===== src/rtl/rs_pkg.sv =====
package rs_pkg;
   typedef enum logic [1:0] {
      ENT_FREE = 2'd0,
      ENT_WAIT = 2'd1,
      ENT_EXEC = 2'd2
   } ent_state_e;
endpackage


===== src/rtl/rs_opnd.sv =====
module rs_opnd #(
   parameter int DATA_W = 16,
   parameter int TAG_W  = 3
) (
   input  logic              clk,
   input  logic              rst_n,
   input  logic              load,
   input  logic [TAG_W-1:0]  ld_tag,
   input  logic [DATA_W-1:0] ld_val,
   input  logic              bus_valid,
   input  logic [TAG_W-1:0]  bus_tag,
   input  logic [DATA_W-1:0] bus_val,
   output logic              rdy,
   output logic [DATA_W-1:0] val
);
   logic [TAG_W-1:0] wait_tag;

   always_ff @(posedge clk) begin
      if (!rst_n) begin
         rdy      <= 1'b0;
         wait_tag <= '0;
         val      <= '0;
      end else if (load) begin
         if (ld_tag == '0) begin
            rdy <= 1'b1;
            val <= ld_val;
         end else if (bus_valid && bus_tag == ld_tag) begin
            rdy <= 1'b1;
            val <= bus_val;
         end else begin
            rdy      <= 1'b0;
            wait_tag <= ld_tag;
            val      <= '0;
         end
      end else if (!rdy && bus_valid && bus_tag == wait_tag) begin
         rdy <= 1'b1;
         val <= bus_val;
      end
   end
endmodule


===== src/rtl/rs_entry.sv =====
module rs_entry
   import rs_pkg::*;
#(
   parameter int DATA_W = 16,
   parameter int TAG_W  = 3,
   parameter int OP_W   = 4,
   parameter int IDX_W  = 2,
   parameter int MY_TAG = 1
) (
   input  logic              clk,
   input  logic              rst_n,
   input  logic              load,
   input  logic [OP_W-1:0]   ld_op,
   input  logic [TAG_W-1:0]  ld_a_tag,
   input  logic [DATA_W-1:0] ld_a_val,
   input  logic [TAG_W-1:0]  ld_b_tag,
   input  logic [DATA_W-1:0] ld_b_val,
   input  logic [IDX_W-1:0]  ld_age,
   input  logic              go,
   input  logic              dec_age,
   input  logic              bus_valid,
   input  logic [TAG_W-1:0]  bus_tag,
   input  logic [DATA_W-1:0] bus_val,
   output logic              busy_o,
   output logic              ready_o,
   output logic              hit_o,
   output logic [IDX_W-1:0]  age_o,
   output logic [OP_W-1:0]   op_o,
   output logic [DATA_W-1:0] a_o,
   output logic [DATA_W-1:0] b_o
);
   ent_state_e  state;
   logic [1:0]  o_rdy;
   logic [TAG_W-1:0]  o_tag [2];
   logic [DATA_W-1:0] o_ld  [2];
   logic [DATA_W-1:0] o_val [2];

   assign o_tag[0] = ld_a_tag;
   assign o_tag[1] = ld_b_tag;
   assign o_ld[0]  = ld_a_val;
   assign o_ld[1]  = ld_b_val;

   for (genvar k = 0; k < 2; k++) begin : g_opnd
      rs_opnd #(.DATA_W(DATA_W), .TAG_W(TAG_W)) u_opnd (
         .clk(clk), .rst_n(rst_n), .load(load),
         .ld_tag(o_tag[k]), .ld_val(o_ld[k]),
         .bus_valid(bus_valid), .bus_tag(bus_tag), .bus_val(bus_val),
         .rdy(o_rdy[k]), .val(o_val[k])
      );
   end

   assign hit_o   = bus_valid && (bus_tag == TAG_W'(MY_TAG)) && (state != ENT_FREE);
   assign busy_o  = (state != ENT_FREE);
   assign ready_o = (state == ENT_WAIT) && (&o_rdy);
   assign a_o     = o_val[0];
   assign b_o     = o_val[1];

   always_ff @(posedge clk) begin
      if (!rst_n) begin
         state <= ENT_FREE;
         op_o  <= '0;
         age_o <= '0;
      end else begin
         if (load) begin
            state <= ENT_WAIT;
            op_o  <= ld_op;
         end else if (hit_o) begin
            state <= ENT_FREE;
         end else if (go) begin
            state <= ENT_EXEC;
         end
         if (load)         age_o <= ld_age;
         else if (dec_age) age_o <= age_o - 1'b1;
      end
   end
endmodule


===== src/rtl/rs_alloc.sv =====
module rs_alloc #(
   parameter int NUM_ENT = 4,
   parameter int IDX_W   = 2
) (
   input  logic [NUM_ENT-1:0] free_vec,
   output logic               any_free,
   output logic [IDX_W-1:0]   free_idx
);
   always_comb begin
      free_idx = '0;
      for (int i = NUM_ENT - 1; i >= 0; i--) begin
         if (free_vec[i]) free_idx = IDX_W'(i);
      end
   end
   assign any_free = |free_vec;
endmodule


===== src/rtl/rs_oldest.sv =====
module rs_oldest #(
   parameter int NUM_ENT = 4,
   parameter int IDX_W   = 2
) (
   input  logic [NUM_ENT-1:0]       elig,
   input  logic [NUM_ENT*IDX_W-1:0] ages,
   output logic [NUM_ENT-1:0]       win,
   output logic                     any_win,
   output logic [IDX_W-1:0]         win_idx
);
   for (genvar i = 0; i < NUM_ENT; i++) begin : g_cmp
      always_comb begin
         win[i] = elig[i];
         for (int j = 0; j < NUM_ENT; j++) begin
            if (j != i && elig[j] &&
                ages[j*IDX_W +: IDX_W] < ages[i*IDX_W +: IDX_W])
               win[i] = 1'b0;
         end
      end
   end

   always_comb begin
      win_idx = '0;
      for (int i = 0; i < NUM_ENT; i++) begin
         if (win[i]) win_idx = IDX_W'(i);
      end
   end
   assign any_win = |win;
endmodule


===== src/rtl/rs_pool.sv =====
module rs_pool #(
   parameter int NUM_ENT  = 4,
   parameter int DATA_W   = 16,
   parameter int TAG_W    = 3,
   parameter int OP_W     = 4,
   parameter int BASE_TAG = 1,
   localparam int IDX_W   = (NUM_ENT > 1) ? $clog2(NUM_ENT) : 1
) (
   input  logic               clk,
   input  logic               rst_n,
   input  logic               iss_valid,
   input  logic [OP_W-1:0]    iss_op,
   input  logic [TAG_W-1:0]   iss_a_tag,
   input  logic [DATA_W-1:0]  iss_a_val,
   input  logic [TAG_W-1:0]   iss_b_tag,
   input  logic [DATA_W-1:0]  iss_b_val,
   output logic               iss_ready,
   output logic [IDX_W-1:0]   iss_slot,
   output logic [NUM_ENT-1:0] free_mask,
   input  logic               bus_valid,
   input  logic [TAG_W-1:0]   bus_tag,
   input  logic [DATA_W-1:0]  bus_val,
   output logic               dsp_valid,
   output logic [OP_W-1:0]    dsp_op,
   output logic [TAG_W-1:0]   dsp_tag,
   output logic [DATA_W-1:0]  dsp_a,
   output logic [DATA_W-1:0]  dsp_b
);
   if (NUM_ENT < 2) begin : g_bad_ent
      $error("rs_pool: NUM_ENT must be at least 2");
   end
   if (BASE_TAG < 1) begin : g_bad_base
      $error("rs_pool: tag 0 is reserved, BASE_TAG must be >= 1");
   end
   if (BASE_TAG + NUM_ENT > (1 << TAG_W)) begin : g_bad_tag
      $error("rs_pool: entry tags do not fit in TAG_W");
   end

   logic [NUM_ENT-1:0]       busy, ready, hit, load, dec;
   logic [NUM_ENT-1:0]       win;
   logic [NUM_ENT*IDX_W-1:0] age_flat;
   logic [IDX_W-1:0]         age [NUM_ENT];
   logic [OP_W-1:0]          e_op [NUM_ENT];
   logic [DATA_W-1:0]        e_a [NUM_ENT];
   logic [DATA_W-1:0]        e_b [NUM_ENT];
   logic                     any_free, any_win, rel_any, iss_fire;
   logic [IDX_W-1:0]         free_idx, win_idx, rel_age, new_age;
   logic [IDX_W:0]           busy_cnt;

   assign free_mask = ~busy;

   rs_alloc #(.NUM_ENT(NUM_ENT), .IDX_W(IDX_W)) u_alloc (
      .free_vec(free_mask), .any_free(any_free), .free_idx(free_idx)
   );

   assign iss_ready = any_free;
   assign iss_slot  = free_idx;
   assign iss_fire  = iss_valid && any_free;
   assign rel_any   = |hit;

   always_comb begin
      busy_cnt = '0;
      rel_age  = '0;
      for (int i = 0; i < NUM_ENT; i++) begin
         busy_cnt = busy_cnt + {{IDX_W{1'b0}}, busy[i]};
         if (hit[i]) rel_age = age[i];
      end
   end
   assign new_age = IDX_W'(busy_cnt - {{IDX_W{1'b0}}, rel_any});

   for (genvar i = 0; i < NUM_ENT; i++) begin : g_ent
      assign load[i] = iss_fire && (free_idx == IDX_W'(i));
      assign dec[i]  = rel_any && busy[i] && (age[i] > rel_age);
      assign age_flat[i*IDX_W +: IDX_W] = age[i];

      rs_entry #(
         .DATA_W(DATA_W), .TAG_W(TAG_W), .OP_W(OP_W),
         .IDX_W(IDX_W), .MY_TAG(BASE_TAG + i)
      ) u_ent (
         .clk(clk), .rst_n(rst_n), .load(load[i]),
         .ld_op(iss_op),
         .ld_a_tag(iss_a_tag), .ld_a_val(iss_a_val),
         .ld_b_tag(iss_b_tag), .ld_b_val(iss_b_val),
         .ld_age(new_age), .go(win[i]), .dec_age(dec[i]),
         .bus_valid(bus_valid), .bus_tag(bus_tag), .bus_val(bus_val),
         .busy_o(busy[i]), .ready_o(ready[i]), .hit_o(hit[i]),
         .age_o(age[i]), .op_o(e_op[i]), .a_o(e_a[i]), .b_o(e_b[i])
      );
   end

   rs_oldest #(.NUM_ENT(NUM_ENT), .IDX_W(IDX_W)) u_pick (
      .elig(ready), .ages(age_flat), .win(win),
      .any_win(any_win), .win_idx(win_idx)
   );

   assign dsp_valid = any_win;
   assign dsp_op    = e_op[win_idx];
   assign dsp_a     = e_a[win_idx];
   assign dsp_b     = e_b[win_idx];
   assign dsp_tag   = TAG_W'(BASE_TAG) + TAG_W'(win_idx);
endmodule


===== config.mk =====
export PLATFORM = sky130hd
export DESIGN_NAME = rs_pool
export DESIGN_NICKNAME = d
export VERILOG_FILES = /design/src/rtl/rs_pkg.sv /design/src/rtl/rs_opnd.sv /design/src/rtl/rs_entry.sv /design/src/rtl/rs_alloc.sv /design/src/rtl/rs_oldest.sv /design/src/rtl/rs_pool.sv
export SDC_FILE = /design/constraint.sdc
export NUM_CORES = 1
export LEC_CHECK = 0
export ABC_AREA = 0
export BUFFER_PORTS_ARGS = -buffer_cell sky130_fd_sc_hd__clkbuf_2
export CORE_UTILIZATION = 55
export CTS_CLUSTER_DIAMETER = 50
export DETAILED_ROUTE_END_ITERATION = 7
export GPL_TIMING_DRIVEN = 0
export PLACE_DENSITY = 0.9
export SLEW_MARGIN = 10
export SYNTH_ARGS = -nofsm -noshare
export SYNTH_HDL_FRONTEND = slang
export SYNTH_SLANG_ARGS = --single-unit

===== constraint.sdc =====
create_clock -name clk -period 3.2 [get_ports clk]
set_input_delay 0.48 -clock clk [delete_from_list [all_inputs] [get_ports clk]]
set_output_delay 0.48 -clock clk [all_outputs]
set_load 0.005 [all_outputs]

# ---- Yosys cells after proc, flatten, opt, wreduce, memory -nomap -nowiden
# Index checks and enable logic that the tools add are counted.
dict set report word_totals {
  ff_bits 192
  input_bits 65
  word_cells 291
}
dict set report classes {
  add_sub_neg 9
  magnitude_cmp 17
  n_eq_ne 21
  muxes 92
  bitwise 7
  reduce_logical 105
}
# cell n
set ops {}
lappend ops {{$mux W16} 24}
lappend ops {{$bmux W16 S2} 2}
lappend ops {{$logic_and A1 B1 Y1} 55}
lappend ops {{$mux W1} 45}
lappend ops {{$mux W2} 18}
lappend ops {{$reduce_bool A2 Y1} 16}
lappend ops {{$eq A3 B3 Y1} 10}
lappend ops {{$lt A2 B2 Y1} 12}
lappend ops {{$reduce_and A3 Y1} 8}
lappend ops {{$reduce_bool A3 Y1} 4}
lappend ops {{$reduce_or A3 Y1} 4}
lappend ops {{$reduce_or A4 Y1} 3}
lappend ops {{$eq A2 B1 Y1 const B} 5}
lappend ops {{$bmux W4 S2} 1}
lappend ops {{$gt A2 B2 Y1} 4}
lappend ops {{$logic_not A1 Y1} 8}
lappend ops {{$mux W4} 2}
lappend ops {{$reduce_and A2 Y1} 4}
lappend ops {{$sub A2 B1 Y2 const B} 4}
lappend ops {{$eq A3 B2 Y1 const B} 2}
lappend ops {{$logic_not A3 Y1} 2}
lappend ops {{$not A1 Y1} 5}
lappend ops {{$add A2 B1 Y2} 2}
lappend ops {{$eq A2 B2 Y1 const B} 2}
lappend ops {{other kinds (9)} 9}

# ---- Longest topological paths before layout
# Gate-level depths: netlist of run 1.
dict set report logic_depth {
  ltp_word 13
  depth_mapped 16
  mapped_depth_nobuf 13
}

# ---- Hierarchy
# A second synthesis of run 1 with hierarchy kept.
dict set report unflattened {
  hier_cells 1102
  area_unflattened_um2 11283.3
}
# mod instances cells_each area_each_um2 seq_area_each_um2
set by_module_without_submodules {}
lappend by_module_without_submodules {rs_opnd 8 100 999.7 400.4}
lappend by_module_without_submodules {rs_pool 1 101 1372.6 0.0}
lappend by_module_without_submodules {{rs_entry at g_ent[0].u_ent ...} 3 35 372.9 160.2}
lappend by_module_without_submodules {rs_oldest 1 54 389.1 0.0}
lappend by_module_without_submodules {{rs_entry at g_ent[2].u_ent} 1 35 370.4 160.2}
lappend by_module_without_submodules {rs_alloc 1 7 35.0 0.0}

# ---- Worst setup path after synthesis of run 1
# OpenSTA, ideal clock, no wires.
dict set report synth_path {
  path_type {input-to-reg}
  from {input port bus_tag[0]}
  to {register g_ent[1].u_ent.age_o[1]}
  setup_ns 0.116
  t_arrival_ns 3.294
  slack_ns -0.210
  cell_stages 14
  path_buffers 3
  cell_sequence {clkbuf_1 -> buf_2 -> nor3_1 -> nor4_1 -> buf_2 -> inv_1 -> ha_1 -> fa_1 -> inv_1 -> ha_1 -> xnor2_1 -> xnor2_1 -> nand2_1 -> o211a_1}
}
dict set report synth_between {
  elab_chain_cells 10
  elab_cells_between_ends 23
}
# item line
set synth_lines {}
lappend synth_lines {{start: declaration} rs_pool.sv:21} ;# input logic [TAG_W-1:0] bus_tag,
lappend synth_lines {{$eq A3 B1 Y1} rs_entry.sv:52} ;# assign hit_o = bus_valid && (bus_tag == TAG_W'(MY_TAG)) && (state != ENT_FREE);
lappend synth_lines {{$logic_and A1 B1 Y1 (2 in a row)} rs_entry.sv:52}
lappend synth_lines {{$mux W2 (4 in a row)} rs_pool.sv:66} ;# if (hit[i]) rel_age = age[i];
lappend synth_lines {{$gt A2 B2 Y1} rs_pool.sv:73} ;# assign dec[i] = rel_any && busy[i] && (age[i] > rel_age);
lappend synth_lines {{$logic_and A1 B1 Y1} rs_pool.sv:73}
lappend synth_lines {{$reduce_bool A2 Y1 (no line)} n/a}
lappend synth_lines {{end signal: assignment} rs_entry.sv:72} ;# if (load) age_o <= ld_age;
lappend synth_lines {{end signal: assignment} rs_entry.sv:73} ;# else if (dec_age) age_o <= age_o - 1'b1;
lappend synth_lines {{end: declaration} rs_entry.sv:27} ;# output logic [IDX_W-1:0] age_o,
# Several ways; a longest one is shown, not always the timed one.
# A chain may end at the register's enable or synchronous reset.

# ---- Worst setup path after layout of run 1
dict set report layout_path {
  from {register g_ent[2].u_ent.age_o[1]}
  to {output port dsp_b[4]}
}
dict set report layout_between {
  elab_chain_cells 11
  elab_cells_between_ends 23
}
# item line
set layout_lines {}
lappend layout_lines {{start: declaration} rs_entry.sv:27}
lappend layout_lines {{start signal: assignment} rs_entry.sv:72}
lappend layout_lines {{start signal: assignment} rs_entry.sv:73}
lappend layout_lines {{$lt A2 B2 Y1} rs_oldest.sv:16} ;# ages[j*IDX_W +: IDX_W] < ages[i*IDX_W +: IDX_W])
lappend layout_lines {{$logic_and A1 B1 Y1} rs_oldest.sv:15} ;# if (j != i && elig[j] &&
lappend layout_lines {{$mux W1 (2 in a row)} rs_oldest.sv:15}
lappend layout_lines {{$mux W1, on equally long branches} {rs_oldest.sv:25, rs_oldest.sv:15}}
lappend layout_lines {{$mux W2} rs_oldest.sv:25} ;# if (win[i]) win_idx = IDX_W'(i);
lappend layout_lines {{$mux W2 (*)} rs_oldest.sv:25}
lappend layout_lines {{$not A2 Y3 (not written as such) (*)} rs_pool.sv:99} ;# assign dsp_b = e_b[win_idx];
lappend layout_lines {{$bmux W16 S2 (*)} rs_pool.sv:99}
lappend layout_lines {{$mux W16 (not written as such) (*) (2 in a row)} rs_pool.sv:99}
lappend layout_lines {{end: declaration} rs_pool.sv:27} ;# output logic [DATA_W-1:0] dsp_b
# Every way passes the cells marked *; elsewhere a longest branch is shown, timed or not. The select of a mux whose other input is x is not followed.

==> flow_metrics.tcl, run 1 <==
set metrics [dict create \
    status "finished with violations" \
    tightestPinTransition_ps 1195 \
    clock_latency_ps 450 \
    startpoint_type "flip-flop" \
    avgViaCountPerCell 7.120 \
    worst_ep_required_time_ps 2720 \
    pwr_density_cell_nw_per_um2 417.0 \
    timing.rr.start "g_ent[1].u_ent.state[0]" \
    rsz_0062_raised_after_global_routing "yes" \
    path_max_fanout 8 \
    count_of_mapped_cells_out_of_synthesis 1442 \
    num_rows 53 \
    finalSetupViolCount 39 \
    syn_area_per_cell_um2 8.194 \
    clk_path_buf_depth 2 \
    critical_path.endpoint_type "primary output" \
    vias_in_the_first_global_route 12890 \
    sum_neg_setup_slack_ps -6955 \
    fmax_ghz 0.2834 \
    standard_cell_core_area_um2 21020 \
    synth.distinct_cells 58 \
    mappedNetlistNets 1531 \
    port_buffers 91 \
    dieHeight_um 148.6 \
    critPathLaunch "g_ent[2].u_ent.age_o[1]" \
    synth_top_cells_by_area "sky130_fd_sc_hd__dfxtp_1 (33%), sky130_fd_sc_hd__o211ai_1 (6.5%), sky130_fd_sc_hd__mux2_2 (5.9%)" \
    violations "DRC, setup timing" \
    slew_violations 0 \
    postRouteAntennaNets 0 \
    synth_sequential_area_ratio_pct 32.53 \
    synth_edf_count 0 \
    cts-root-buf "sky130_fd_sc_hd__clkbuf_16" \
    globalRouteTotalUtil_pct 43.18 \
    design.die.area_um2 22070 \
    cts-hold-fix-buffers 0 \
    cts.sink_count 192 \
    multiInputGateArea_um2 7562 \
    irDropWorstVdd_mv 0.4297 \
    netlist_area_um2 11820 \
    layout-drive-gt1-share_pct 23.46 \
    timing.critical_path.arrival_ps 3050 \
    synth-main-ff-cell "sky130_fd_sc_hd__dfxtp_1" \
    ff_latch_count_synth 192 \
    vias 13400 \
    drt_first_pass_iters 8 \
    clock_pin_slew_on_the_worst_setup_and_hold_paths_ps 70 \
    die-width_um 148.6 \
    grt_start_max_net_pins 17 \
    post-route-min-period_ps 3528 \
    fin_ws_ps -328.1 \
    floorplan.io_pins 112 \
    routability_congestion_estimate 1.019 \
    synth_top_area_share_pct 32.53 \
    first_pass_grt_wire_length_um 71770 \
    fin_skew_ps 13.95 \
    detail_route.drc_violations 21 \
    flow.area_growth_from_synthesis_pct 23.18 \
    whs_ps 316.0 \
    yosys_warnings 0 \
    ys_async_sr_fraction_pct 0 \
    period_share_pct 110.3 \
    min_from "iss_op[2]" \
    detailedRoute.firstIterationViolations 2361 \
    tritoncts_buffer_count 17 \
    total_leakage_power_nw 5.660 \
    number_of_antenna_violations_at_the_first_check_in_global_routing 1 \
    htree_levels 4 \
    finalNetCount 1685 \
    grt.overflow.total 0 \
    timing_worst_setup_path_type "flip-flop to primary output" \
    timing.max_slew.rel_slack_pct 19.65 \
    hold_violations 0 \
    start_util_pct 56.20 \
    post-synth-top-area-cell "sky130_fd_sc_hd__dfxtp_1" \
    cts_tree "done" \
    max_cap_violation_count 0 \
    layout.area.seq_um2 3872 \
    hp-class "primary input to flip-flop" \
    route.final.wire_length_um 49230 \
    fillers 1490 \
    antennaDiodeCount 0 \
    wire_per_inst_um 26.16 \
    final_design_area_no_fill_um2 14550 \
    placed_area_um2 12690 \
    final_core_utilization_pct 69.23 \
    detailed_place_hpwl_um 30840 \
]
## critical path: stages (launching register included)
cell	delay, ps
sky130_fd_sc_hd__dfxtp_4	380
sky130_fd_sc_hd__inv_4	50
sky130_fd_sc_hd__ha_4	290
sky130_fd_sc_hd__nand2b_4	60
sky130_fd_sc_hd__and3_4	180
sky130_fd_sc_hd__or3_4	400
sky130_fd_sc_hd__buf_8	160
sky130_fd_sc_hd__and3_4	260
sky130_fd_sc_hd__buf_12	180
sky130_fd_sc_hd__a221oi_4	430
sky130_fd_sc_hd__clkbuf_2	200
## logic make-up after synthesis
logic type | Yosys count | synth area share, %
adders and majority gates | 24 | 2.605
xor gates and xnor gates | 34 | 2.520
and+or+nand+nor | 522 | 22.58
AOI/OAI and AO/OA | 334 | 22.97
DFF | 192 | 32.53
buffers and inverters | 244 | 8.324
muxes | 92 | 8.472
## power breakdown
group / internal [mW] / switching, mW / leakage (nW)
Clock: 1.38 / 0.985 / 0.299
Combinational: 0.437 / 0.669 / 3.79
Sequential: 2.51 / 0.0894 / 1.57
## Yosys cell counts (all sizes together), types with 5 or more instances
library cell	n
nand4b	5
nor2	104
o211ai	102
or3	12
o311a	8
nand3	6
a221oi	40
nand2b	13
inv	89
mux2i	28
mux2	64
a211oi	66
nand2	173
and3	67
xor2	25
nor4b	5
a21oi	25
nand4	32
o21ai	6
o31a	35
ha	23
nor4	14
nor3	42
xnor2	9
dfxtp	192
clkbuf	129
buf	25
a31oi	37
and2	33
## sequential cells by signal, summed over array words and instances (netlist names)
| register | count |
|---|---|
| g_ent.u_ent.g_opnd.u_opnd.wait_tag | 24 |
| g_ent.u_ent.g_opnd.u_opnd.val | 128 |
| g_ent.u_ent.state | 8 |
| g_ent.u_ent.age_o | 8 |
| g_ent.u_ent.op_o | 16 |
| g_ent.u_ent.g_opnd.u_opnd.rdy | 8 |
## layout by cell type, fill, tap and decap left out, types with 36 or more instances in the layout
| master | count |
|---|---|
| sky130_fd_sc_hd__dfxtp_1 | 183 |
| sky130_fd_sc_hd__nand2_1 | 173 |
| sky130_fd_sc_hd__clkbuf_1 | 105 |
| sky130_fd_sc_hd__o211ai_1 | 102 |
| sky130_fd_sc_hd__nor2_1 | 98 |
| sky130_fd_sc_hd__inv_1 | 82 |
| sky130_fd_sc_hd__clkbuf_2 | 70 |
| sky130_fd_sc_hd__a211oi_1 | 66 |
| sky130_fd_sc_hd__and3_1 | 65 |
| sky130_fd_sc_hd__mux2_2 | 62 |
| sky130_fd_sc_hd__nor3_1 | 40 |
| sky130_fd_sc_hd__buf_4 | 39 |
| sky130_fd_sc_hd__a31oi_1 | 36 |
## per-layer routing
metal  share of wire, %  GRT usage [%]  vias to the layer above
li1                   -              -                     5529
met1                 34          51.57                     6125
met2                 41          62.97                     1311
met3                 16          15.95                      434
met4                9.0          32.53                        0
met5                  0              0                        -
## path summary, 6_finish.rpt
check / end / slack, ps / depth (start not counted)
setup / recovery: dsp_b[4] / -330 / 10
hold reg to reg: g_ent[2].u_ent.op_o[2] / 480 / 2
setup reg to reg: g_ent[2].u_ent.age_o[0] / 30 / 8
hold / removal: g_ent[3].u_ent.op_o[2] / 320 / 3
## cell type report
cell class	count	share of cell area (%)
plain buffers	150	5.837
clock buffers	19	2.975
multi-input cells	1006	51.96
flip-flops and latches	192	26.61
inverters	90	2.459
well taps	275	2.364
clock inverters	11	1.298
repair buffers	139	6.499
## repair_timing
item,4_1_cts,5_1_grt
gates resized for setup,154,65
buffers inserted,21,21
cloned,6,2
pin swaps,40,46
endpoints found under the setup margin,49,47
hold endpoints to repair,0,0
## per-stage QoR
stage | instances | setup slack [ps] | power (mW)
final | 1882 | -328.1 | 6.068
after global routing | 1882 | -321.9 | 6.187
after CTS | 1863 | -162.2 | 5.909
after detailed placement | 1809 | -713.4 | 3.577
after global placement | 1808 | -619.9 | 3.542
after floorplan | 1442 | 28.74 | 3.259
No activity file was read; power rests on OpenSTA's default activity.
==> run 2, diff against run 1 <==
--- a/config.mk
+++ b/config.mk
@@ -5,13 +5,13 @@
 export SDC_FILE = /design/constraint.sdc
 export NUM_CORES = 1
 export LEC_CHECK = 0
-export ABC_AREA = 0
+export ABC_AREA = 1
 export BUFFER_PORTS_ARGS = -buffer_cell sky130_fd_sc_hd__clkbuf_2
 export CORE_UTILIZATION = 55
 export CTS_CLUSTER_DIAMETER = 50
 export DETAILED_ROUTE_END_ITERATION = 7
 export GPL_TIMING_DRIVEN = 0
-export PLACE_DENSITY = 0.9
+export PLACE_DENSITY = 0.89
 export SLEW_MARGIN = 10
 export SYNTH_ARGS = -nofsm -noshare
 export SYNTH_HDL_FRONTEND = slang
==> run 2 against run 1 <==
- the run ends with DRC left
- area after synthesis rose by 11%
- global-route usage rose by 4.4 points
- utilization fell by 4.2 points
- synthesized cell count rose by 59%
- total power fell by 3.0%
- sequential power fell by 3%
- first-iteration DRC count rose by 10%
- largest power group unchanged
==> flow_metrics.tcl, run 2 <==
set metrics [dict create \
    status "finished with violations" \
    violations "DRC" \
    die-width_um 156.3 \
    leading_cell_type_in_the_layout_fill_and_taps_excluded "sky130_fd_sc_hd__nand2_1" \
    mappedNetlistNets 2383 \
    path_max_fanout 8 \
    cts_tree "done" \
    clock_pin_slew_on_the_worst_setup_and_hold_paths_ps 90 \
    start_util_pct 55.93 \
    finalSetupViolCount 0 \
    first_pass_grt_wire_length_um 84960 \
    netlist_area_um2 13090 \
    syn_area_per_cell_um2 5.706 \
    pwr_density_cell_nw_per_um2 386.6 \
    max_cap_violation_count 0 \
    grt_start_max_net_pins 23 \
    timing.critical_path.arrival_ps 2710 \
    final_design_area_no_fill_um2 15230 \
    synth-main-ff-cell "sky130_fd_sc_hd__dfxtp_1" \
    worst_ep_required_time_ps 2720 \
    dieHeight_um 156.3 \
    cts-root-buf "sky130_fd_sc_hd__clkbuf_16" \
    biggestRegsByFlops "g_ent.u_ent.g_opnd.u_opnd.val: 128 flops, g_ent.u_ent.g_opnd.u_opnd.wait_tag: 24 flops, g_ent.u_ent.op_o: 16 flops" \
    irDropWorstVdd_mv 0.3185 \
    tritoncts_buffer_count 17 \
    synth_top_cells_by_area "sky130_fd_sc_hd__dfxtp_1 (29%), sky130_fd_sc_hd__nand2_1 (20%), sky130_fd_sc_hd__nor2_1 (11%)" \
    vias 16260 \
    floorplan.io_pins 112 \
    num_rows 56 \
    cts.sink_count 192 \
    drt_first_pass_iters 8 \
    synth_sequential_area_ratio_pct 29.37 \
    flow.area_growth_from_synthesis_pct 16.34 \
    htree_levels 4 \
    pre_cts_ws_ps -183.1 \
    detail_route.drc_violations 1 \
    detailed_place_hpwl_um 43940 \
    routability_congestion_estimate 1.046 \
    hold_violations 0 \
    port_buffers 107 \
    vias_in_the_first_global_route 14240 \
    design.die.area_um2 24420 \
    finalNetCount 2531 \
    ff_latch_count_synth 192 \
    detailedRoute.firstIterationViolations 2602 \
    post-route-min-period_ps 3192 \
    grt.overflow.total 0 \
    total_power_mw 5.886 \
    synth_edf_count 0 \
    whs_ps 314.4 \
    post-synth-top-area-cell "sky130_fd_sc_hd__dfxtp_1" \
    postRouteAntennaNets 0 \
    fmax_ghz 0.3133 \
    total_leakage_power_nw 7.510 \
    synth_most_common_cell "sky130_fd_sc_hd__nand2_1" \
    route.final.wire_length_um 59050 \
    number_of_antenna_violations_at_the_first_check_in_global_routing 1 \
    max_reg_flops 128 \
    fin_ws_ps 8.133 \
    clk_path_buf_depth 2 \
    standard_cell_core_area_um2 23400 \
    timing_worst_setup_path_type "flip-flop to primary output" \
    fillers 2264 \
    fin_skew_ps 19.02 \
    count_of_mapped_cells_out_of_synthesis 2294 \
    period_share_pct 99.75 \
    critical_path.endpoint_type "primary output" \
    tightestPinTransition_ps 1147 \
    timing.max_slew.rel_slack_pct 23.55 \
    synth.distinct_cells 40 \
    synth_top_area_share_pct 29.37 \
    final_core_utilization_pct 65.07 \
    globalRouteTotalUtil_pct 47.60 \
    startpoint_type "flip-flop" \
    synthTopCellsByCount "sky130_fd_sc_hd__nand2_1 (682), sky130_fd_sc_hd__nor2_1 (401), sky130_fd_sc_hd__inv_1 (278)" \
    cts-hold-fix-buffers 0 \
    yosys_warnings 0 \
    layout-drive-gt1-share_pct 12.99 \
    slew_violations 0 \
    wire_per_inst_um 21.26 \
    layout.cells.most_common_list "sky130_fd_sc_hd__nand2_1 (665), sky130_fd_sc_hd__nor2_1 (396), sky130_fd_sc_hd__inv_1 (275), sky130_fd_sc_hd__nand3_1 (249), sky130_fd_sc_hd__dfxtp_1 (185)" \
    hp-class "primary input to flip-flop" \
    clock_latency_ps 460 \
    ys_async_sr_fraction_pct 0 \
    placed_area_um2 14020 \
    avgViaCountPerCell 5.856 \
    registers.top_by_ff_count "g_ent.u_ent.g_opnd.u_opnd.val" \
    rsz_0062_raised_after_global_routing "yes" \
]
[run 2: worst paths after layout]
check	startpoint	end	slack (ps)	cells past startpoint
setup / recovery	g_ent[0].u_ent.age_o[1]	dsp_b[0]	8	13
hold / removal	iss_op[1]	g_ent[0].u_ent.op_o[1]	310	3
setup reg to reg	g_ent[1].u_ent.state[1]	g_ent[0].u_ent.age_o[1]	220	15
hold reg to reg	g_ent[2].u_ent.op_o[3]	g_ent[2].u_ent.op_o[3]	460	2
[run 2: what timing repair did]
| action | in CTS | in global routing |
|---|---|---|
| gates cloned | 1 | 3 |
| setup buffers | 9 | 11 |
| pin swaps | 5 | 12 |
| endpoints found under the setup margin | 40 | 41 |
| gates resized for setup | 36 | 63 |
[run 2: area by class of cell]
| class | instances | area [µm²] | share of cell area [%] |
|---|---|---|---|
| diodes | 3 | 7.507 | 0.04930 |
| clock inverters | 15 | 205.2 | 1.348 |
| clock buffers | 17 | 425.4 | 2.794 |
| repair buffers | 130 | 783.3 | 5.144 |
| plain buffers | 125 | 721.9 | 4.741 |
| well taps | 319 | 399.1 | 2.621 |
| inverters | 303 | 1145 | 7.519 |
| flip-flops and latches | 192 | 3860 | 25.35 |
| multi-input cells | 1673 | 7680 | 50.44 |
[run 2: logic make-up after synthesis]
logic type      after synthesis  share of synthesized area [%]
compound gates              209                          8.135
buf+inv                     430                          13.47
fa+ha+maj                    24                          2.352
flops                       192                          29.37
simple gates               1432                          46.21
xor+xnor                      7                         0.4684
[run 2: metrics by stage]
step / cells / setup TNS, ps
finish: 2777 / 0
global route: 2774 / -893.7
CTS: 2761 / -2.503
detailed placement: 2720 / -4410
global placement: 2720 / -2747
floorplan: 2294 / 0
[run 2: critical path, stage by stage (launching register included)]
cell	delay (ps)
sky130_fd_sc_hd__dfxtp_4	390
sky130_fd_sc_hd__inv_1	100
sky130_fd_sc_hd__ha_1	330
sky130_fd_sc_hd__inv_1	70
sky130_fd_sc_hd__o21bai_2	190
sky130_fd_sc_hd__nand3_4	140
sky130_fd_sc_hd__nand3_4	220
sky130_fd_sc_hd__nand2_8	170
sky130_fd_sc_hd__clkbuf_16	200
sky130_fd_sc_hd__nand2_1	70
sky130_fd_sc_hd__clkinv_1	70
sky130_fd_sc_hd__nand2_2	90
sky130_fd_sc_hd__nand2_1	90
sky130_fd_sc_hd__clkbuf_2	130
[run 2: report_power, final]
group	internal (mW)	switching, mW
clock	1.08	1.24
sequential	2.47	0.0574
combinational	0.289	0.746
[run 2: layer usage]
layer	GRT usage, %	wire, µm	up-vias
met5	0	0	-
met4	29.60	3945	0
met3	10.02	8317	237
li1	-	-	7450
met1	63.57	22600	7348
met2	69.77	24190	1227
